`src/rtl/led_chain_pkg.sv`:
```
package led_chain_pkg;
  localparam int GROUP_W  = 8;
  localparam int GROUPS   = 3;
  localparam int CHAIN_W  = GROUP_W * GROUPS;
  localparam int LEN_W    = $clog2(CHAIN_W + 1);
  localparam int CFG_W    = 12;
  localparam int REG_W    = 32;

  localparam logic [3:0] ADDR_CFG  = 4'h0;
  localparam logic [3:0] ADDR_UPD  = 4'h4;
  localparam logic [3:0] ADDR_DATA = 4'h8;

  typedef struct packed {
    logic [1:0] phy2_own;
    logic [1:0] phy1_own;
    logic [1:0] dsl_own;
    logic [1:0] rate;
    logic       fall_edge;
    logic [2:0] grp_en;
  } cfg_t;

  typedef enum logic [1:0] {
    SEQ_IDLE  = 2'd0,
    SEQ_SHIFT = 2'd1,
    SEQ_STORE = 2'd2
  } seq_t;

  function automatic int unsigned rate_hz(input logic [1:0] code);
    case (code)
      2'd0:    return 2;
      2'd1:    return 4;
      2'd2:    return 8;
      default: return 10;
    endcase
  endfunction
endpackage

```
`src/rtl/led_chain_tick.sv`:
```
module led_chain_tick #(
  parameter int unsigned REF_HZ = 250_000_000
) (
  input  logic       clk,
  input  logic       rst_n,
  input  logic       run,
  input  logic [1:0] rate,
  output logic       tick
);
  import led_chain_pkg::*;

  localparam int unsigned P_MAX = REF_HZ / 2;
  localparam int CNT_W = $clog2(P_MAX + 1);

  logic [CNT_W-1:0] lim_tbl [4];
  logic [CNT_W-1:0] cnt;
  logic [CNT_W-1:0] limit;

  for (genvar g = 0; g < 4; g++) begin : g_lim
    assign lim_tbl[g] = CNT_W'(REF_HZ / rate_hz(2'(g)) - 1);
  end

  assign limit = lim_tbl[rate];

  always_ff @(posedge clk) begin
    if (!rst_n) begin
      cnt  <= '0;
      tick <= 1'b0;
    end else begin
      tick <= 1'b0;
      if (!run) begin
        cnt <= '0;
      end else if (cnt >= limit) begin
        cnt  <= '0;
        tick <= 1'b1;
      end else begin
        cnt <= cnt + 1'b1;
      end
    end
  end

  // ticks are isolated pulses
  a_r8_tick_isolated: assert property (@(posedge clk) disable iff (!rst_n)
    tick |=> !tick);

  // no tick while nothing is owned
  a_r8_tick_needs_owner: assert property (@(posedge clk) disable iff (!rst_n)
    (tick && $past(rst_n)) |-> $past(run));
endmodule

```
`src/rtl/led_chain_merge.sv`:
```
module led_chain_merge
  import led_chain_pkg::*;
(
  input  logic [1:0]         dsl_own,
  input  logic [1:0]         phy1_own,
  input  logic [1:0]         phy2_own,
  input  logic [CHAIN_W-1:0] shadow,
  input  logic [1:0]         dsl_st,
  input  logic [2:0]         phy1_st,
  input  logic [2:0]         phy2_st,
  output logic [CHAIN_W-1:0] frame,
  output logic               own_any
);
  localparam int HW_W   = 8;
  localparam int P1_LSB = 2;
  localparam int P2_LSB = 5;

  logic [CHAIN_W-1:0] own;
  logic [CHAIN_W-1:0] hw;

  assign hw = {{(CHAIN_W-HW_W){1'b0}}, phy2_st, phy1_st, dsl_st};

  for (genvar k = 0; k < 2; k++) begin : g_dsl
    assign own[k] = dsl_own[k];
  end

  for (genvar j = 0; j < 3; j++) begin : g_phy
    assign own[P1_LSB+j] = (phy1_own > 2'(j));
    assign own[P2_LSB+j] = (phy2_own > 2'(j));
  end

  assign own[CHAIN_W-1:HW_W] = '0;

  for (genvar i = 0; i < CHAIN_W; i++) begin : g_mux
    assign frame[i] = own[i] ? hw[i] : shadow[i];
  end

  assign own_any = |own;
endmodule

```
`src/rtl/led_chain_shift.sv`:
```
module led_chain_shift
  import led_chain_pkg::*;
#(
  parameter int unsigned CLK_DIV = 4
) (
  input  logic               clk,
  input  logic               rst_n,
  input  logic               go,
  input  logic [CHAIN_W-1:0] frame,
  input  logic [LEN_W-1:0]   len,
  input  logic               fall_edge,
  output logic               sclk,
  output logic               sdata,
  output logic               latch,
  output logic               start,
  output logic               done,
  output logic               busy
);
  localparam int DIV_W = (CLK_DIV > 2) ? $clog2(CLK_DIV) : 1;
  localparam logic [DIV_W-1:0] DIV_LAST = DIV_W'(CLK_DIV - 1);
  localparam logic [DIV_W-1:0] HALF     = DIV_W'(CLK_DIV / 2);

  seq_t               state;
  logic [DIV_W-1:0]   div;
  logic [LEN_W-1:0]   left;
  logic [CHAIN_W-1:0] shreg;
  logic               edge_q;

  assign start = (state == SEQ_IDLE) && go;
  assign done  = (state == SEQ_STORE) && (div == DIV_LAST);
  assign busy  = (state != SEQ_IDLE);
  assign sclk  = edge_q ^ ((state == SEQ_SHIFT) && (div < HALF));
  assign sdata = (state == SEQ_SHIFT) && shreg[CHAIN_W-1];
  assign latch = (state == SEQ_STORE);

  always_ff @(posedge clk) begin
    if (!rst_n) begin
      state  <= SEQ_IDLE;
      div    <= '0;
      left   <= '0;
      shreg  <= '0;
      edge_q <= 1'b0;
    end else begin
      case (state)
        SEQ_IDLE: begin
          edge_q <= fall_edge;
          div    <= '0;
          if (go) begin
            shreg <= frame << (LEN_W'(CHAIN_W) - len);
            left  <= len - 1'b1;
            state <= SEQ_SHIFT;
          end
        end
        SEQ_SHIFT: begin
          if (div == DIV_LAST) begin
            div <= '0;
            if (left == '0) begin
              state <= SEQ_STORE;
            end else begin
              left  <= left - 1'b1;
              shreg <= shreg << 1;
            end
          end else begin
            div <= div + 1'b1;
          end
        end
        SEQ_STORE: begin
          if (div == DIV_LAST) begin
            div   <= '0;
            state <= SEQ_IDLE;
          end else begin
            div <= div + 1'b1;
          end
        end
        default: state <= SEQ_IDLE;
      endcase
    end
  end

  // a frame never starts with zero length
  a_r3_len_nonzero: assert property (@(posedge clk) disable iff (!rst_n)
    start |-> (len != '0));

  // the store strobe follows shifting directly
  a_r5_store_after_shift: assert property (@(posedge clk) disable iff (!rst_n)
    $rose(latch) |-> $past(state) == SEQ_SHIFT);

  // the strobe ends only after its full period
  a_r5_store_full: assert property (@(posedge clk) disable iff (!rst_n)
    $fell(latch) |-> $past(div) == DIV_LAST);

  // edge mode is frozen for the whole frame
  a_r6_edge_frozen: assert property (@(posedge clk) disable iff (!rst_n)
    (busy && $past(busy)) |-> $stable(edge_q));
endmodule

```
`src/rtl/led_chain_regs.sv`:
```
module led_chain_regs
  import led_chain_pkg::*;
(
  input  logic               clk,
  input  logic               rst_n,
  input  logic               wr,
  input  logic [3:0]         addr,
  input  logic [REG_W-1:0]   wdata,
  output logic [REG_W-1:0]   rdata,
  output cfg_t               cfg,
  output logic [CHAIN_W-1:0] shadow,
  output logic               req,
  input  logic               start,
  input  logic               done,
  input  logic               busy,
  input  logic               tick,
  input  logic               len_zero
);
  logic sw_pend;
  logic sw_active;
  logic auto_pend;
  logic unused_wbits;

  assign unused_wbits = ^wdata[REG_W-1:CHAIN_W];
  assign req = sw_pend | auto_pend;

  always_ff @(posedge clk) begin
    if (!rst_n) begin
      cfg       <= '0;
      shadow    <= '0;
      sw_pend   <= 1'b0;
      sw_active <= 1'b0;
      auto_pend <= 1'b0;
    end else begin
      if (wr && addr == ADDR_CFG)  cfg    <= cfg_t'(wdata[CFG_W-1:0]);
      if (wr && addr == ADDR_DATA) shadow <= wdata[CHAIN_W-1:0];
      if (done) sw_active <= 1'b0;
      if (start) begin
        sw_active <= sw_pend;
        sw_pend   <= 1'b0;
        auto_pend <= 1'b0;
      end else if (!busy && len_zero) begin
        sw_pend   <= 1'b0;
        auto_pend <= 1'b0;
      end
      if (wr && addr == ADDR_UPD && wdata[0]) sw_pend <= 1'b1;
      if (tick) auto_pend <= 1'b1;
    end
  end

  always_comb begin
    case (addr)
      ADDR_CFG:  rdata = {{(REG_W-CFG_W){1'b0}}, cfg};
      ADDR_UPD:  rdata = {{(REG_W-1){1'b0}}, sw_pend | sw_active};
      ADDR_DATA: rdata = {{(REG_W-CHAIN_W){1'b0}}, shadow};
      default:   rdata = '0;
    endcase
  end

  // a served request clears only when its frame completes
  a_r9_clear_on_done: assert property (@(posedge clk) disable iff (!rst_n)
    $fell(sw_active) |-> $past(done));

  // an active request belongs to a running frame
  a_r9_active_busy: assert property (@(posedge clk) disable iff (!rst_n)
    sw_active |-> busy);
endmodule

```
`src/rtl/led_chain_drv.sv`:
```
module led_chain_drv #(
  parameter int unsigned CLK_DIV = 4,
  parameter int unsigned REF_HZ  = 250_000_000
) (
  input  logic        clk,
  input  logic        rst_n,
  input  logic        reg_wr,
  input  logic [3:0]  reg_addr,
  input  logic [31:0] reg_wdata,
  output logic [31:0] reg_rdata,
  input  logic [1:0]  dsl_status,
  input  logic [2:0]  phy1_status,
  input  logic [2:0]  phy2_status,
  output logic        chain_sclk,
  output logic        chain_sdata,
  output logic        chain_store
);
  import led_chain_pkg::*;

  cfg_t               cfg;
  logic [CHAIN_W-1:0] shadow;
  logic [CHAIN_W-1:0] frame;
  logic [LEN_W-1:0]   len;
  logic               own_any, req, tick, start, done, busy, len_zero, go;

  always_comb begin
    len = '0;
    for (int g = 0; g < GROUPS; g++) begin
      if (cfg.grp_en[g]) len = LEN_W'((g + 1) * GROUP_W);
    end
  end

  assign len_zero = (len == '0);
  assign go       = req && !len_zero;

  led_chain_regs u_regs (
    .clk      (clk),
    .rst_n    (rst_n),
    .wr       (reg_wr),
    .addr     (reg_addr),
    .wdata    (reg_wdata),
    .rdata    (reg_rdata),
    .cfg      (cfg),
    .shadow   (shadow),
    .req      (req),
    .start    (start),
    .done     (done),
    .busy     (busy),
    .tick     (tick),
    .len_zero (len_zero)
  );

  led_chain_merge u_merge (
    .dsl_own  (cfg.dsl_own),
    .phy1_own (cfg.phy1_own),
    .phy2_own (cfg.phy2_own),
    .shadow   (shadow),
    .dsl_st   (dsl_status),
    .phy1_st  (phy1_status),
    .phy2_st  (phy2_status),
    .frame    (frame),
    .own_any  (own_any)
  );

  led_chain_tick #(.REF_HZ(REF_HZ)) u_tick (
    .clk   (clk),
    .rst_n (rst_n),
    .run   (own_any),
    .rate  (cfg.rate),
    .tick  (tick)
  );

  led_chain_shift #(.CLK_DIV(CLK_DIV)) u_shift (
    .clk       (clk),
    .rst_n     (rst_n),
    .go        (go),
    .frame     (frame),
    .len       (len),
    .fall_edge (cfg.fall_edge),
    .sclk      (chain_sclk),
    .sdata     (chain_sdata),
    .latch     (chain_store),
    .start     (start),
    .done      (done),
    .busy      (busy)
  );

  // nothing leaves the block while no group is enabled
  a_r4_quiet_when_empty: assert property (@(posedge clk) disable iff (!rst_n)
    (len_zero && !busy) |=> !chain_store);
endmodule

```
`config.mk`:
```
export PLATFORM = sky130hd
export DESIGN_NAME = led_chain_drv
export DESIGN_NICKNAME = d
export VERILOG_FILES = /design/src/rtl/led_chain_pkg.sv /design/src/rtl/led_chain_tick.sv /design/src/rtl/led_chain_merge.sv /design/src/rtl/led_chain_shift.sv /design/src/rtl/led_chain_regs.sv /design/src/rtl/led_chain_drv.sv
export SDC_FILE = /design/constraint.sdc
export NUM_CORES = 1
export LEC_CHECK = 0
export BUFFER_PORTS_ARGS = -buffer_cell sky130_fd_sc_hd__buf_4
export CORE_AREA = 10 10 116 118
export DETAILED_ROUTE_END_ITERATION = 12
export DIE_AREA = 0 0 126 128
export GPL_ROUTABILITY_DRIVEN = 0
export PLACE_DENSITY = 0.75
export SYNTH_ARGS = -nofsm -noshare
export SYNTH_HDL_FRONTEND = slang
export SYNTH_SLANG_ARGS = --single-unit
```
`constraint.sdc`:
```
create_clock -name clk -period 8.42 [get_ports clk]
set_clock_uncertainty 0.15 [all_clocks]
set_input_delay 0.842 -clock clk [delete_from_list [all_inputs] [get_ports clk]]
set_output_delay 0.842 -clock clk [all_outputs]
set_load 0.01 [all_outputs]
```
Yosys cells after proc, flatten, opt, wreduce, memory -nomap -nowiden:

Index checks and enable logic that the tools add are counted.

* add/sub/neg operators: 5
* $mul: 0
* div/mod/pow operators: 0
* magnitude comparators: 9
* equal/unequal tests: 10
* shift-type cells: 1
* multiplexer cells: 37
* bitwise operators: 6
* reduce and logical (&&, ||, !) cells: 28

Operators by type and width (count)
* $mux 24: 3
* $pmux 24 s3: 1
* $bmux 27 s2: 1
* $mux 27: 2
* $pmux 24 s2: 1
* $add 27x1->27 const B: 1
* $ge 27x27->1: 1
* $mux 5: 5
* $shl 24x5->24: 1
* $mux 1: 15
* $logic_and 1x1->1: 10
* $logic_not 5->1: 2
* $mux 2: 5
* $pmux 5 s2: 1
* $sub 5x1->5 const B: 2
* $gt 2x1->1 const B: 4
* $reduce_and 4->1: 2
* $reduce_bool 2->1: 4
* $reduce_or 8->1: 1
* $ne 2x2->1 const B: 3
* $pmux 2 s3: 1
* $reduce_bool 3->1: 2
* $sub 5x5->5 const A: 1
* $eq 2x2->1 const B: 2
* 20 further kinds: 25

* bits in registers: 101
* bits in latches: 0
* memory bits (writable): 0
* bits in read-only memories: 0
* input bits: 47
* memories: 0

Depth between registers and ports, before layout:

* depth in word-level cells: 9
* mapped depth: 12
* mapped depth without buffers: 10

Modules after synthesis:

Synthesis repeated with hierarchy kept, for this count alone.

* cell total of the unflattened synthesis: 835
* area, all modules: 7468.4 sq um

By module, submodules not included
* led_chain_shift: instances 1, cells an instance 388, area each 3236.9 sq um, sequential area each 680.7 sq um
* led_chain_tick: instances 1, cells an instance 209, area each 2097.0 sq um, sequential area each 560.5 sq um
* led_chain_regs: instances 1, cells an instance 202, area each 1861.8 sq um, sequential area each 780.7 sq um
* led_chain_merge: instances 1, cells an instance 30, area each 234.0 sq um, sequential area each 0.0 sq um
* led_chain_drv: instances 1, cells an instance 6, area each 38.8 sq um, sequential area each 0.0 sq um

Worst setup path after synthesis:

Ideal clock, no wire load.

* path kind: input port to output port
* start: input reg_addr[1]
* end: output reg_rdata[0]
* data arrival time: 1.888 ns
* setup slack: 5.540 ns
* cell stages on the path: 4
* cells stage by stage: nor4_1 -> clkbuf_1 -> a22oi_1 -> nand2_1

* cells in the longest elaborated chain, start to end: 2

RTL lines
* start: declaration: RTL line led_chain_drv.sv:8 `input logic [3:0] reg_addr,`
* $eq 4x4->1 (tied with other cells): RTL line led_chain_regs.sv:52 `case (addr)`
* $pmux 24 s3 *: RTL line led_chain_regs.sv:52
* end: declaration: RTL line led_chain_drv.sv:10 `output logic [31:0] reg_rdata,`

Mark *: on every way between the ends. The rest lies on a longest branch, timed or not.

Final worst setup path:

* start: register u_regs.cfg[5] (netlist name)
* end: register u_tick.cnt[2]

* cells in the longest elaborated chain, start to end: 6

RTL lines
* $not 2->3 (implied by the code): RTL line led_chain_tick.sv:23 `assign limit = lim_tbl[rate];`
* $bmux 27 s2: RTL line led_chain_tick.sv:23
* $mux 27 (implied by the code) (2 in a row): RTL line led_chain_tick.sv:23
* $ge 27x27->1: RTL line led_chain_tick.sv:33 `end else if (cnt >= limit) begin`
* $reduce_or 3->1 (no source line)
* end signal: assignment: RTL line led_chain_tick.sv:37 `cnt <= cnt + 1'b1;`
* end: declaration: RTL line led_chain_tick.sv:16 `logic [CNT_W-1:0] cnt;`

No other way between the ends. The select of a mux whose other input is x is not followed.
A chain may end at the register's enable or synchronous reset.

==> impl_metrics.csv <==
group,metric,value,unit
status,outcome,"finished, final reports clean",
route,drtAntennaViolNets,0,
synth,async_flop_share,0,%
layout,diodes,0,
global_route,use_met1,20.8,%
layout,area_delta_synth_final,14.7,%
synth,ys.flop_type,"dfxtp_1",
synth,synthAdderAreaFrac,6.40,%
placed_design,numPortBuffers,65,
floorplanning,rows,39,
route,wirelength,14.6,mm
synth,yosys.cell_types.count,61,
clocking,insertion_delay,0.35,ns
synth,yosys.area_share.xor_xnor,4.80,%
layout,final_util,55.9,%
route,wl_per_cell,17.0,um
floorplanning,dieWidth,126,um
power_and_ir_drop,pwr_density_cell,183,nW/um2
clocking,numClockSinks,101,
sta,finalSetupViolations,0,
critical_path,worstSetupStartpointType,"register",
synth,yosysSeqAreaShare,37.0,%
synth,synth_edf_count,0,
sta,min_period,3.58,ns
critical_path,crit_slowest_cell,"or4b_2",
synth,synth_compound_area_share,16.7,%
floorplanning,ios,82,
power_and_ir_drop,vdd_ir_drop_max,115,uV
clocking,cts_buffer_depth,2,
sta,period_share,42.5,%
global_route,met2_usage,30.8,%
route,remaining_drc_errors,0,
route,drt_iter0_drc,365,
sta,max_freq,279,MHz
route,dr.pass1.iters,6,
global_route,use_met3,3.14,%
synth,syn_inst,666,
layout,final_nets,786,
clocking,root_buffer,"clkbuf_16",
route,num_vias,4866,
synth,yosysWarnings,0,
layout,nFillCells,1039,
floorplanning,dieHeight,128,um
sta,setup_tns,0,ns
clocking,holdBufCountCts,0,
critical_path,crit_chain,"inv_1 > ha_1 > inv_1 > ha_1 > a21oi_1 > o21ai_0 > a22oi_1 > a311oi_1 > or4b_2 > buf_4 > nor2_1",
sta,worst_pin_slew,1.28,ns
power_and_ir_drop,p_leak,2.40,nW
sta,final-max-slew-violation-count,0,
critical_path,crit_path_end_kind,"register",
critical_path,crit_required,8.55,ns
synth,synthMuxAreaShare,3.48,%
power_and_ir_drop,total_power,0.00115,W
floorplanning,design.core.area,11200,um2
floorplanning,floorplan.initialDensity,48.7,%
global_route,gr-max-usage-layer,"met2",
placed_design,placed_cells,843,
min_path,hold_class,"register to register",
sta,rsz0062_at_grt,"no",
layout,fin_cells,858,
sta,relSlewSlack,14.9,%
synth,synth_top_family_by_area,"simple AND/OR/NAND/NOR gates",
floorplanning,die_area,16100,um2
synth,synthSimpleGateAreaFrac,25.2,%
route,avgViaCountPerCell,5.67,
clocking,clk_pin_slew_worst_paths,0.07,ns
clocking,cts_inserted_buffers,9,
clocking,htreeDepth,3,
synth,synth-seq-cells,101,
flow_run,cap_violations,0,
layout,final_cell_mix,"101 x nand2_1, 101 x dfxtp_1, 78 x nor2_1, 73 x buf_4, 63 x a21oi_1",
global_route,grt_pass1_wl,23.7,mm
clocking,ctsResizeCount,0,
global_route,grt_pass1_vias,4885,
synth,avgSynthCellArea,8.21,um2
synth,syn_area,5470,um2
global_route,grt-ovfl-total,0,
placed_design,dp_hpwl,10.9,mm
critical_path,crit_type,"register to register",
critical_path,cp.arrival,3.71,ns
global_route,grt_use_total,17.5,%
sta,hold_viol_final,0,
clocking,cts_tree,"done",
global_route,antenna_found_initial,0,
global_route,grt_max_degree,75,
critical_path,crit_path_max_fanout,14,
clocking,postCtsSetupRepairBufs,0,
critical_path,critical_path.max_stage_delay,0.94,ns
layout,drive_gt1_share,17.5,%
cells in the mapped netlist (all sizes together), types with 4 or more instances:
library cell / count / area share, %
dfxtp: 101 / 37
nand2: 101 / 6.9
nor2: 97 / 9.1
a21oi: 64 / 5.9
ha: 28 / 6.4
clkbuf: 25 / 1.7
inv: 25 / 1.7
buf: 21 / 2.9
nor3: 19 / 1.7
a211oi: 17 / 2.3
xnor2: 17 / 2.7
and2: 16 / 1.8
nand3: 14 / 1.3
xor2: 13 / 2.1
a22o: 11 / 1.8
a221oi: 10 / 1.6
mux2i: 10 / 1.8
a222oi: 8 / 1.5
mux2: 8 / 1.6
o21ai: 7 / 0.64
nand4: 6 / 0.69
and3: 5 / 0.59
a31oi: 4 / 0.46
nor4: 4 / 0.46
per-layer routing:
layer	part of all wire (%)	vias to the layer above
met1	43	2346
met5	0	-
met3	4.8	19
met2	51	117
met4	1.3	0
li1	-	2384
kinds of logic (layout without fill, tap and decap cells):
| family | Yosys count | after routing |
|---|---|---|
| xor+xnor | 30 | 30 |
| simple gates | 279 | 279 |
| compound gates | 138 | 138 |
| flops | 101 | 101 |
| fa+ha+maj | 28 | 28 |
| mux | 18 | 18 |
| other cells | 1 | 8 |
| buf+inv | 71 | 113 |
critical path, delay by kind of cell, from the launching register on:
kind / cells / cell delay [ns]
and+or+nand+nor: 2 / 1.07
adders and majority gates: 2 / 0.69
buffers and inverters: 3 / 0.61
AOI/OAI and AO/OA: 4 / 0.51
DFF: 1 / 0.47
metrics by stage:
| stage | worst slack [ns] | hold WS, ns | area [um2] |
|---|---|---|---|
| after floorplan | 5.54 | 0.263 | 5500 |
| after global placement | 4.90 | 0.282 | 5990 |
| after detailed placement | 4.82 | 0.308 | 5990 |
| after CTS | 4.81 | 0.320 | 6270 |
| after global routing | 4.65 | 0.337 | 6270 |
| final | 4.84 | 0.321 | 6270 |
area by class of cell:
| class | instances | area [um2] | area share (%) |
|---|---|---|---|
| multi-input cells | 501 | 3150 | 50.2 |
| flip-flops and latches | 101 | 2020 | 32.2 |
| repair buffers | 73 | 548 | 8.74 |
| clock buffers | 11 | 253 | 4.03 |
| well taps | 143 | 179 | 2.85 |
| inverters | 25 | 93.8 | 1.50 |
| clock inverters | 4 | 31.3 | 0.499 |
flip-flops by register name, summed over array words and instances, names as in the netlist:
register	cells
u_shift.div	2
u_shift.shreg	24
u_shift.state	2
u_regs.sw_pend	1
u_shift.left	5
u_tick.tick	1
u_shift.edge_q	1
u_regs.cfg	12
u_regs.shadow	24
u_regs.auto_pend	1
u_tick.cnt	27
u_regs.sw_active	1
path summary, 6_finish.rpt:
check | from | endpoint | slack [ns] | cells after the start
min | u_shift.shreg[0] | u_shift.shreg[0] | 0.32 | 2
min reg2reg | u_shift.shreg[0] | u_shift.shreg[0] | 0.32 | 2
max | u_regs.cfg[5] | u_tick.cnt[2] | 4.84 | 11
max reg2reg | u_regs.cfg[5] | u_tick.cnt[2] | 4.84 | 11
power by group:
part	total (W)	switching, W	leakage (nW)	internal [W]
logic	0.000208	0.000126	1.44	0.0000824
registers	0.000537	0.0000241	0.818	0.000513
clock network	0.000401	0.000184	0.142	0.000217
total	0.00115	0.000334	2.40	0.000812
Note: power is estimated with default switching activity, not from simulation.
